--- config.mk ---
export PLATFORM = sky130hd
export DESIGN_NAME = kbd_emu_trap
export DESIGN_NICKNAME = d
export VERILOG_FILES = /design/src/rtl/kbd_emu_pkg.sv /design/src/rtl/kbd_rst_sync.sv /design/src/rtl/kbd_io_decode.sv /design/src/rtl/kbd_ctrl_reg.sv /design/src/rtl/kbd_capture_reg.sv /design/src/rtl/kbd_emu_trap.sv
export SDC_FILE = /design/constraint.sdc
export NUM_CORES = 1
export LEC_CHECK = 0
export ABC_AREA = 1
export BUFFER_PORTS_ARGS = -buffer_cell sky130_fd_sc_hd__buf_2
export CAP_MARGIN = 20
export CORE_UTILIZATION = 38
export DETAILED_ROUTE_END_ITERATION = 12
export PLACE_DENSITY = 0.8
export SLEW_MARGIN = 20
export SYNTH_ARGS = -nofsm -noshare
export SYNTH_HDL_FRONTEND = slang
export SYNTH_SLANG_ARGS = --single-unit
--- constraint.sdc ---
create_clock -name clk -period 1.45 [get_ports clk]
set_input_delay 0.2175 -clock clk [delete_from_list [all_inputs] [get_ports clk]]
set_output_delay 0.2175 -clock clk [all_outputs]
set_load 0.02 [all_outputs]
--- src/rtl/kbd_emu_pkg.sv ---
package kbd_emu_pkg;
  localparam int REG_W  = 32;
  localparam int DATA_W = 8;
  localparam int ADDR_W = 12;
  localparam int PORT_W = 16;

  localparam int CTRL_EN_BIT   = 0;
  localparam int CTRL_INTR_BIT = 1;
  localparam int CTRL_PEND_BIT = 2;

  typedef struct packed {
    logic pend;
    logic intr;
    logic en;
  } ctrl_t;
endpackage

--- src/rtl/kbd_rst_sync.sv ---
module kbd_rst_sync #(
  parameter int STAGES = 2
) (
  input  logic clk,
  input  logic rst_n_in,
  output logic rst_n_out
);
  logic [STAGES-1:0] sync_q;
  logic [STAGES-1:0] sync_d;

  always_comb begin
    sync_d = {sync_q[STAGES-2:0], 1'b1};
  end

  always_ff @(posedge clk or negedge rst_n_in) begin
    if (!rst_n_in) sync_q <= '0;
    else           sync_q <= sync_d;
  end

  assign rst_n_out = sync_q[STAGES-1];
endmodule

--- src/rtl/kbd_io_decode.sv ---
module kbd_io_decode #(
  parameter int                 PORT_W    = 16,
  parameter logic [PORT_W-1:0]  PORT_DATA = 16'h0060,
  parameter logic [PORT_W-1:0]  PORT_CMD  = 16'h0064
) (
  input  logic              io_wr,
  input  logic [PORT_W-1:0] io_port,
  input  logic              emu_en,
  output logic              trap,
  output logic              trap_cmd
);
  logic hit_data;
  logic hit_cmd;

  always_comb begin
    hit_data = (io_port == PORT_DATA);
    hit_cmd  = (io_port == PORT_CMD);
    trap     = io_wr && emu_en && (hit_data || hit_cmd);
    trap_cmd = hit_cmd;
  end
endmodule

--- src/rtl/kbd_ctrl_reg.sv ---
module kbd_ctrl_reg
  import kbd_emu_pkg::*;
(
  input  logic  clk,
  input  logic  rst_n,
  input  logic  wr_ctrl,
  input  ctrl_t wr_val,
  input  logic  trap,
  input  logic  out_full,
  output ctrl_t ctrl_q,
  output logic  irq
);
  ctrl_t ctrl_d;
  logic  set_intr;
  logic  ctrl_ce;
  logic  irq_d;

  always_comb begin
    set_intr = trap || (ctrl_q.pend && !out_full);
    ctrl_ce  = wr_ctrl || set_intr;
    ctrl_d   = ctrl_q;
    if (wr_ctrl) begin
      ctrl_d.en   = wr_val.en;
      ctrl_d.pend = wr_val.pend;
      ctrl_d.intr = wr_val.intr;
    end
    if (set_intr) ctrl_d.intr = 1'b1;
    irq_d = ctrl_d.intr && ctrl_d.en;
  end

  always_ff @(posedge clk or negedge rst_n) begin
    if (!rst_n) begin
      ctrl_q <= '0;
      irq    <= 1'b0;
    end else begin
      if (ctrl_ce) ctrl_q <= ctrl_d;
      irq <= irq_d;
    end
  end

  AST_TRAP_SETS_INTR: assert property (@(posedge clk) disable iff (!rst_n)
    trap |=> ctrl_q.intr);
  AST_PEND_SETS_INTR: assert property (@(posedge clk) disable iff (!rst_n)
    (ctrl_q.pend && !out_full) |=> ctrl_q.intr);
  AST_SW_CLEAR: assert property (@(posedge clk) disable iff (!rst_n)
    (wr_ctrl && !wr_val.intr && !trap && !(ctrl_q.pend && !out_full)) |=> !ctrl_q.intr);
endmodule

--- src/rtl/kbd_capture_reg.sv ---
module kbd_capture_reg #(
  parameter int DATA_W = 8
) (
  input  logic              clk,
  input  logic              rst_n,
  input  logic              wr_data,
  input  logic [DATA_W-1:0] wr_byte,
  input  logic              trap,
  input  logic              trap_cmd,
  input  logic [DATA_W-1:0] io_byte,
  output logic [DATA_W-1:0] data_q,
  output logic              cmd_q
);
  logic [DATA_W-1:0] data_d;
  logic              data_ce;

  always_comb begin
    data_ce = trap || wr_data;
    data_d  = trap ? io_byte : wr_byte;
  end

  always_ff @(posedge clk or negedge rst_n) begin
    if (!rst_n) begin
      data_q <= '0;
      cmd_q  <= 1'b0;
    end else begin
      if (data_ce) data_q <= data_d;
      if (trap)    cmd_q  <= trap_cmd;
    end
  end

  AST_TRAP_CAPTURE: assert property (@(posedge clk) disable iff (!rst_n)
    trap |=> (data_q == $past(io_byte)));
  AST_DATA_HOLD: assert property (@(posedge clk) disable iff (!rst_n)
    (!trap && !wr_data) |=> $stable(data_q));
  AST_CMD_HOLD: assert property (@(posedge clk) disable iff (!rst_n)
    !trap |=> $stable(cmd_q));
endmodule

--- src/rtl/kbd_emu_trap.sv ---
module kbd_emu_trap
  import kbd_emu_pkg::*;
#(
  parameter logic [ADDR_W-1:0] CTRL_OFS  = 12'h100,
  parameter logic [ADDR_W-1:0] DATA_OFS  = 12'h104,
  parameter logic [PORT_W-1:0] PORT_DATA = 16'h0060,
  parameter logic [PORT_W-1:0] PORT_CMD  = 16'h0064
) (
  input  logic              clk,
  input  logic              rst_n,
  input  logic              bus_sel,
  input  logic              bus_wr,
  input  logic [ADDR_W-1:0] bus_addr,
  input  logic [REG_W-1:0]  bus_wdata,
  output logic [REG_W-1:0]  bus_rdata,
  input  logic              io_wr,
  input  logic [PORT_W-1:0] io_port,
  input  logic [DATA_W-1:0] io_wdata,
  input  logic              out_full,
  output logic              irq,
  output logic              cmd_port
);
  localparam int CTRL_W = $bits(ctrl_t);

  logic              rst_n_s;
  logic              wr_ctrl;
  logic              wr_data;
  ctrl_t             wr_val;
  ctrl_t             ctrl_q;
  logic              trap;
  logic              trap_cmd;
  logic [DATA_W-1:0] data_q;

  kbd_rst_sync #(.STAGES(2)) i_rst_sync (
    .clk       (clk),
    .rst_n_in  (rst_n),
    .rst_n_out (rst_n_s)
  );

  always_comb begin
    wr_ctrl     = bus_sel && bus_wr && (bus_addr == CTRL_OFS);
    wr_data     = bus_sel && bus_wr && (bus_addr == DATA_OFS);
    wr_val.en   = bus_wdata[CTRL_EN_BIT];
    wr_val.intr = bus_wdata[CTRL_INTR_BIT];
    wr_val.pend = bus_wdata[CTRL_PEND_BIT];
  end

  kbd_io_decode #(
    .PORT_W    (PORT_W),
    .PORT_DATA (PORT_DATA),
    .PORT_CMD  (PORT_CMD)
  ) i_decode (
    .io_wr    (io_wr),
    .io_port  (io_port),
    .emu_en   (ctrl_q.en),
    .trap     (trap),
    .trap_cmd (trap_cmd)
  );

  kbd_ctrl_reg i_ctrl (
    .clk      (clk),
    .rst_n    (rst_n_s),
    .wr_ctrl  (wr_ctrl),
    .wr_val   (wr_val),
    .trap     (trap),
    .out_full (out_full),
    .ctrl_q   (ctrl_q),
    .irq      (irq)
  );

  kbd_capture_reg #(.DATA_W(DATA_W)) i_capture (
    .clk      (clk),
    .rst_n    (rst_n_s),
    .wr_data  (wr_data),
    .wr_byte  (bus_wdata[DATA_W-1:0]),
    .trap     (trap),
    .trap_cmd (trap_cmd),
    .io_byte  (io_wdata),
    .data_q   (data_q),
    .cmd_q    (cmd_port)
  );

  always_comb begin
    bus_rdata = '0;
    if (bus_addr == CTRL_OFS)      bus_rdata[CTRL_W-1:0] = ctrl_q;
    else if (bus_addr == DATA_OFS) bus_rdata[DATA_W-1:0] = data_q;
  end

  AST_NO_TRAP_WHEN_OFF: assert property (@(posedge clk) disable iff (!rst_n_s)
    !ctrl_q.en |-> !trap);
  AST_IRQ_MASKED: assert property (@(posedge clk) disable iff (!rst_n_s)
    irq |-> (ctrl_q.en && ctrl_q.intr));
endmodule

**After elaboration in Yosys (flattened, before gate mapping)**

Cells that the tools add are included.

- Flip-flop bits (word level): 15

- Equal/unequal tests: 4
- Mux-type cells: 6
- Reduce and logical (&&, ||, !) cells: 13

Operators by type and width:

| cell | count |
|---|---|
| $eq A16 B7 Y1 const B | 2 |
| $eq A12 B9 Y1 const B | 2 |
| $mux W8 | 2 |
| $logic_and A1 B1 Y1 | 7 |
| $mux W5 | 1 |
| $logic_or A1 B1 Y1 | 4 |
| $mux W3 | 1 |
| $mux W2 | 1 |
| $reduce_and A2 Y1 | 1 |
| $logic_not A1 Y1 | 1 |
| $mux W1 | 1 |

**Longest topological paths before layout**

- Word-level depth: 6
- Gate-level depth with buffers: 10

**Cells and area by module**

A second synthesis with hierarchy kept.

- Cells, all modules: 154
- Area total of the unflattened synthesis: 1,121.1 µm²

Modules (own cells, without submodules):

| module | cells an instance | area an instance (µm²) | times used | sequential area each (µm²) |
|---|---|---|---|---|
| kbd_capture_reg | 48 | 410.4 | 1 | 225.2 |
| kbd_emu_trap | 63 | 409.1 | 1 | 0.0 |
| kbd_ctrl_reg | 22 | 171.4 | 1 | 100.1 |
| kbd_io_decode | 18 | 76.3 | 1 | 0.0 |
| kbd_rst_sync | 3 | 53.8 | 1 | 50.0 |

**Least setup slack after synthesis**

Ideal clock, no wire load.

- Path kind: input-to-output
- Start: input bus_addr[11]
- End: output bus_rdata[3]
- Data required time: 1.233 ns
- Arrival: 1.194 ns
- Stages on the path: 5
- Path slack: 0.038 ns
- Path through: nor2_1 -> nand2_1 -> nor4_4 -> nand2_1 -> nor2_1

- Cells in the longest elaborated chain, start to end: 3
- Elaborated cells on any way between the ends: 4

Ends and longest elaborated chain:

| element | line | text |
|---|---|---|
| from (decl) | kbd_emu_trap.sv:13 | `input logic [ADDR_W-1:0] bus_addr,` |
| $eq A12 B9 Y1 | kbd_emu_trap.sv:86 | `else if (bus_addr == DATA_OFS) bus_rdata[DATA_W-1:0] = data_q;` |
| $mux W8 | kbd_emu_trap.sv:86 |  |
| $mux W5 * | kbd_emu_trap.sv:85 | `if (bus_addr == CTRL_OFS) bus_rdata[CTRL_W-1:0] = ctrl_q;` |
| to (decl) | kbd_emu_trap.sv:15 | `output logic [REG_W-1:0] bus_rdata,` |

Every way passes the cells marked *; elsewhere a longest branch is shown, timed or not.

**Worst setup path in the final report**

- Start: input bus_addr[4]
- End: output bus_rdata[1]

- Cells in the longest elaborated chain, start to end: 3
- Elaborated cells on any way between the ends: 4

Ends and longest elaborated chain:

| element | line |
|---|---|
| $eq A12 B9 Y1 | kbd_emu_trap.sv:86 |
| $mux W8 | kbd_emu_trap.sv:86 |
| $mux W3 * | kbd_emu_trap.sv:85 |

Marked as above.

==> results by group <==
Outcome
  • Status: complete, no violations

Timing
  • Worst slew margin: a little under two thirds
  • Final worst-path cycle share: 98.4%
  • Clock Skews: 0.000683 ns
  • Slew Viols, Final: 0
  • Post-layout minimum cycle time: 1.43 ns
  • Worst-margin pin slew: around 0.55 ns
  • Setup violators final: 0
  • Final hold violation count: 0
  • Max Fclk: 701 MHz
  • RSZ-0062 raised after global routing: true
  • PnR worst setup slack: 0.0231 ns

Pwr
  • Leakage power: 0.998 nW
  • Pwr dens: 513 mW/mm^2
  • Total Power: roughly 0.00088 W
  • VDD IR max: roughly 210 uV

Hold path
  • Type of the most critical hold path: in -> reg

Synthesis
  • Synthesized netlist cell count: 191
  • Largest cells by area after synthesis: dfrtp_1 29%, buf_4 14%, nand2_1 13%
  • Syn_area_per_cell: between 6 and 7 sq um
  • Yosys cell types: 19
  • Yosys warnings: 0
  • Yosys top cell area share: 29.5%
  • Synthesized flop and latch total: 15
  • Sequential share of the synthesized area: 29.5%
  • Mapped Area: approximately 0.0013 sq mm
  • Area leader, netlist: dfrtp_1

GRT
  • Gr usage total: between 10% and 20%
  • Vias in the first global route: approximately 1200
  • Initial antenna violation count: 0
  • First-pass GRT wire length: 4640 um
  • Total gr overflow: 0
  • Largest net degree at the start of global routing: 18

Worst setup path
  • CP Data Required Time: 1.23 ns
  • CP dominant cell by count: buf_6
  • Critical Path Max Stage Delay: 0.27 ns
  • Crit-path max FO: 6
  • Buf+Inv Stages, Crit Path: 3
  • Arr. time, crit path: 1.21 ns
  • CP startpoint kind: primary input
  • Critical Path Sink Type: output pin
  • Crit path max-delay cell type: nor4_4
  • Delay-heaviest family, CP: simple AND/OR/NAND/NOR gates
  • Setup CP Type: in -> out
  • Critical Path, Cell by Cell: buf_6 -> nor2_4 -> nand2_2 -> nor4_4 -> buf_6 -> nand3_2 -> nand2_2 -> buf_6

Place
  • PortBufs: 59
  • Final HPWL DP: 2260 um
  • Final GP Congestion: ~0.86
  • Pre-CTS setup slack: 0.0285 ns

Drt
  • Starting DRT DRC Count: 38
  • DRC: 0
  • Routed WL: 2950 um
  • Pre-antenna DRT Iters: 4
  • Vias per inst: 4.33
  • Wire per inst: 9.70 um
  • Final ANT Viol Nets: 0
  • Via count: 1316

Floorplan
  • Die Width: 59.9 um
  • Die Y: 59.9 um
  • Die area: 0.00359 sq mm
  • Rows: 20
  • Starting Density: just over 40%
  • Ports: 108
  • Placeable core region: 0.00313 sq mm

Clock network
  • Clk Latency, worst-skew pair: roughly 0.28 ns
  • CTS max path bufs: 2
  • Cts bufs inserted: 3
  • CTS root buf: clkbuf_4
  • Clk sink count: 15
  • TritonCTS clock tree: yes
  • Clk slew on worst S/H paths: 0.10 ns
  • H-Tree Depth: 1

Cells and area
  • Share of layout cells above drive strength 1: 35.8%
  • Ant. Diodes: 0
  • P&R area growth vs syn: 34.8%
  • Layout Nets: 335

Flow run
  • Max_cap viols: 0
## final cells by class
class,count,area [sq um]
Clock inverter,1,5.00
Inverter,30,113
Multi-Input combinational cell,143,727
Tap cell,44,55.1
Sequential cell,15,375
Timing Repair Buffer,68,419
Fill cell,325,1410
Clock buffer,3,22.5
## layout by cell type, fill, tap and decap left out, types with 2 or more instances in the layout
cell type | netlist | final
nand4_1 | 2 | 2
buf_2 | 0 | 53
conb_1 | 2 | 25
dfrtp_1 | 15 | 15
nand2_2 | 2 | 7
buf_4 | 24 | 6
nor2_1 | 25 | 23
buf_6 | 2 | 7
nand3_1 | 19 | 14
nor2_2 | 3 | 2
nand3_2 | 1 | 6
clkbuf_4 | 0 | 3
nand2_1 | 44 | 39
nand3b_1 | 8 | 8
nor2_4 | 0 | 3
inv_1 | 30 | 30
o21ai_0 | 9 | 9
## cell usage after synthesis
cell	instances
buf_4	24
buf_6	2
conb_1	2
dfrtp_1	15
inv_1	30
nand2_1	44
nand2_2	2
nand2_4	1
nand3_1	19
nand3_2	1
nand3b_1	8
nand4_1	2
nor2_1	25
nor2_2	3
nor3_1	1
nor3_4	1
nor4_4	1
o21ai_0	9
o21ai_2	1
## layer usage
metal	global-route usage [%]	vias to the layer above	part of all wire, %
li1	-	678	-
met1	19.9	580	41
met2	30.2	52	52
met4	6.98	0	2.2
met5	0	-	0
met3	2.81	6	4.7
## power breakdown
part	total [W]	switching [W]	internal [W]
combinational	0.000203	0.000123	0.0000800
sequential	0.000433	0.00000918	0.000423
clock	0.000245	0.000143	0.000102
total	0.000881	0.000275	0.000606
## state kept, by name (all words and copies together), names as in the netlist
| register | cells |
|---|---|
| i_rst_sync.sync_q | 2 |
| i_capture.cmd_q | 1 |
| i_ctrl.ctrl_q | 3 |
| i_ctrl.irq | 1 |
| i_capture.data_q | 8 |
## tightest hold or removal path: stages
cell,delay (ns)
buf_2,0.10
inv_1,0.06
o21ai_0,0.08
## worst paths after layout
check | slack [ns] | startpoint | cells after the start | to
worst max-delay path | 0.02 | bus_addr[4] | 8 | bus_rdata[1]
worst min-delay path | 0.21 | bus_wdata[2] | 3 | i_ctrl.ctrl_q[2]
worst max register to register | 0.14 | i_ctrl.ctrl_q[0] | 6 | i_capture.data_q[5]
worst min register to register | 0.23 | i_rst_sync.sync_q[1] | 0 | i_capture.cmd_q
max in group asynchronous | 0.86 | i_rst_sync.sync_q[1] | 0 | i_capture.data_q[7]
min in group asynchronous | 0.23 | i_rst_sync.sync_q[1] | 0 | i_capture.cmd_q
## through the flow
stage / utilization [%] / hold WS [ns] / setup TNS [ns] / cells / cell area (sq um)
finish: 54.9 / 0.215 / 0 / 304 / 1720
global route: 54.9 / 0.224 / -0.135 / 304 / 1720
CTS: 51.5 / 0.213 / 0 / 303 / 1610
detailed placement: 50.3 / 0.00320 / 0 / 298 / 1570
global placement: 50.3 / 0.00185 / 0 / 298 / 1570
floorplan: - / -0.0781 / 0 / 214 / 1360
## logic make-up after synthesis
| group | count (synthesis) | synth area share [%] |
|---|---|---|
| buffers and inverters | 56 | 24.8 |
| AO/OA/AOI/OAI | 10 | 4.22 |
| other | 2 | 0.590 |
| flip-flops | 15 | 29.5 |
| AND/OR/NAND/NOR | 108 | 41.0 |
## timing repair
action	in CTS	in global routing
setup endpoints to repair	0	8
gates resized for setup	0	25
endpoints found under the hold margin	2	0
setup buffers	0	1
hold buffers	1	0
(Power assumes the default switching activity.)
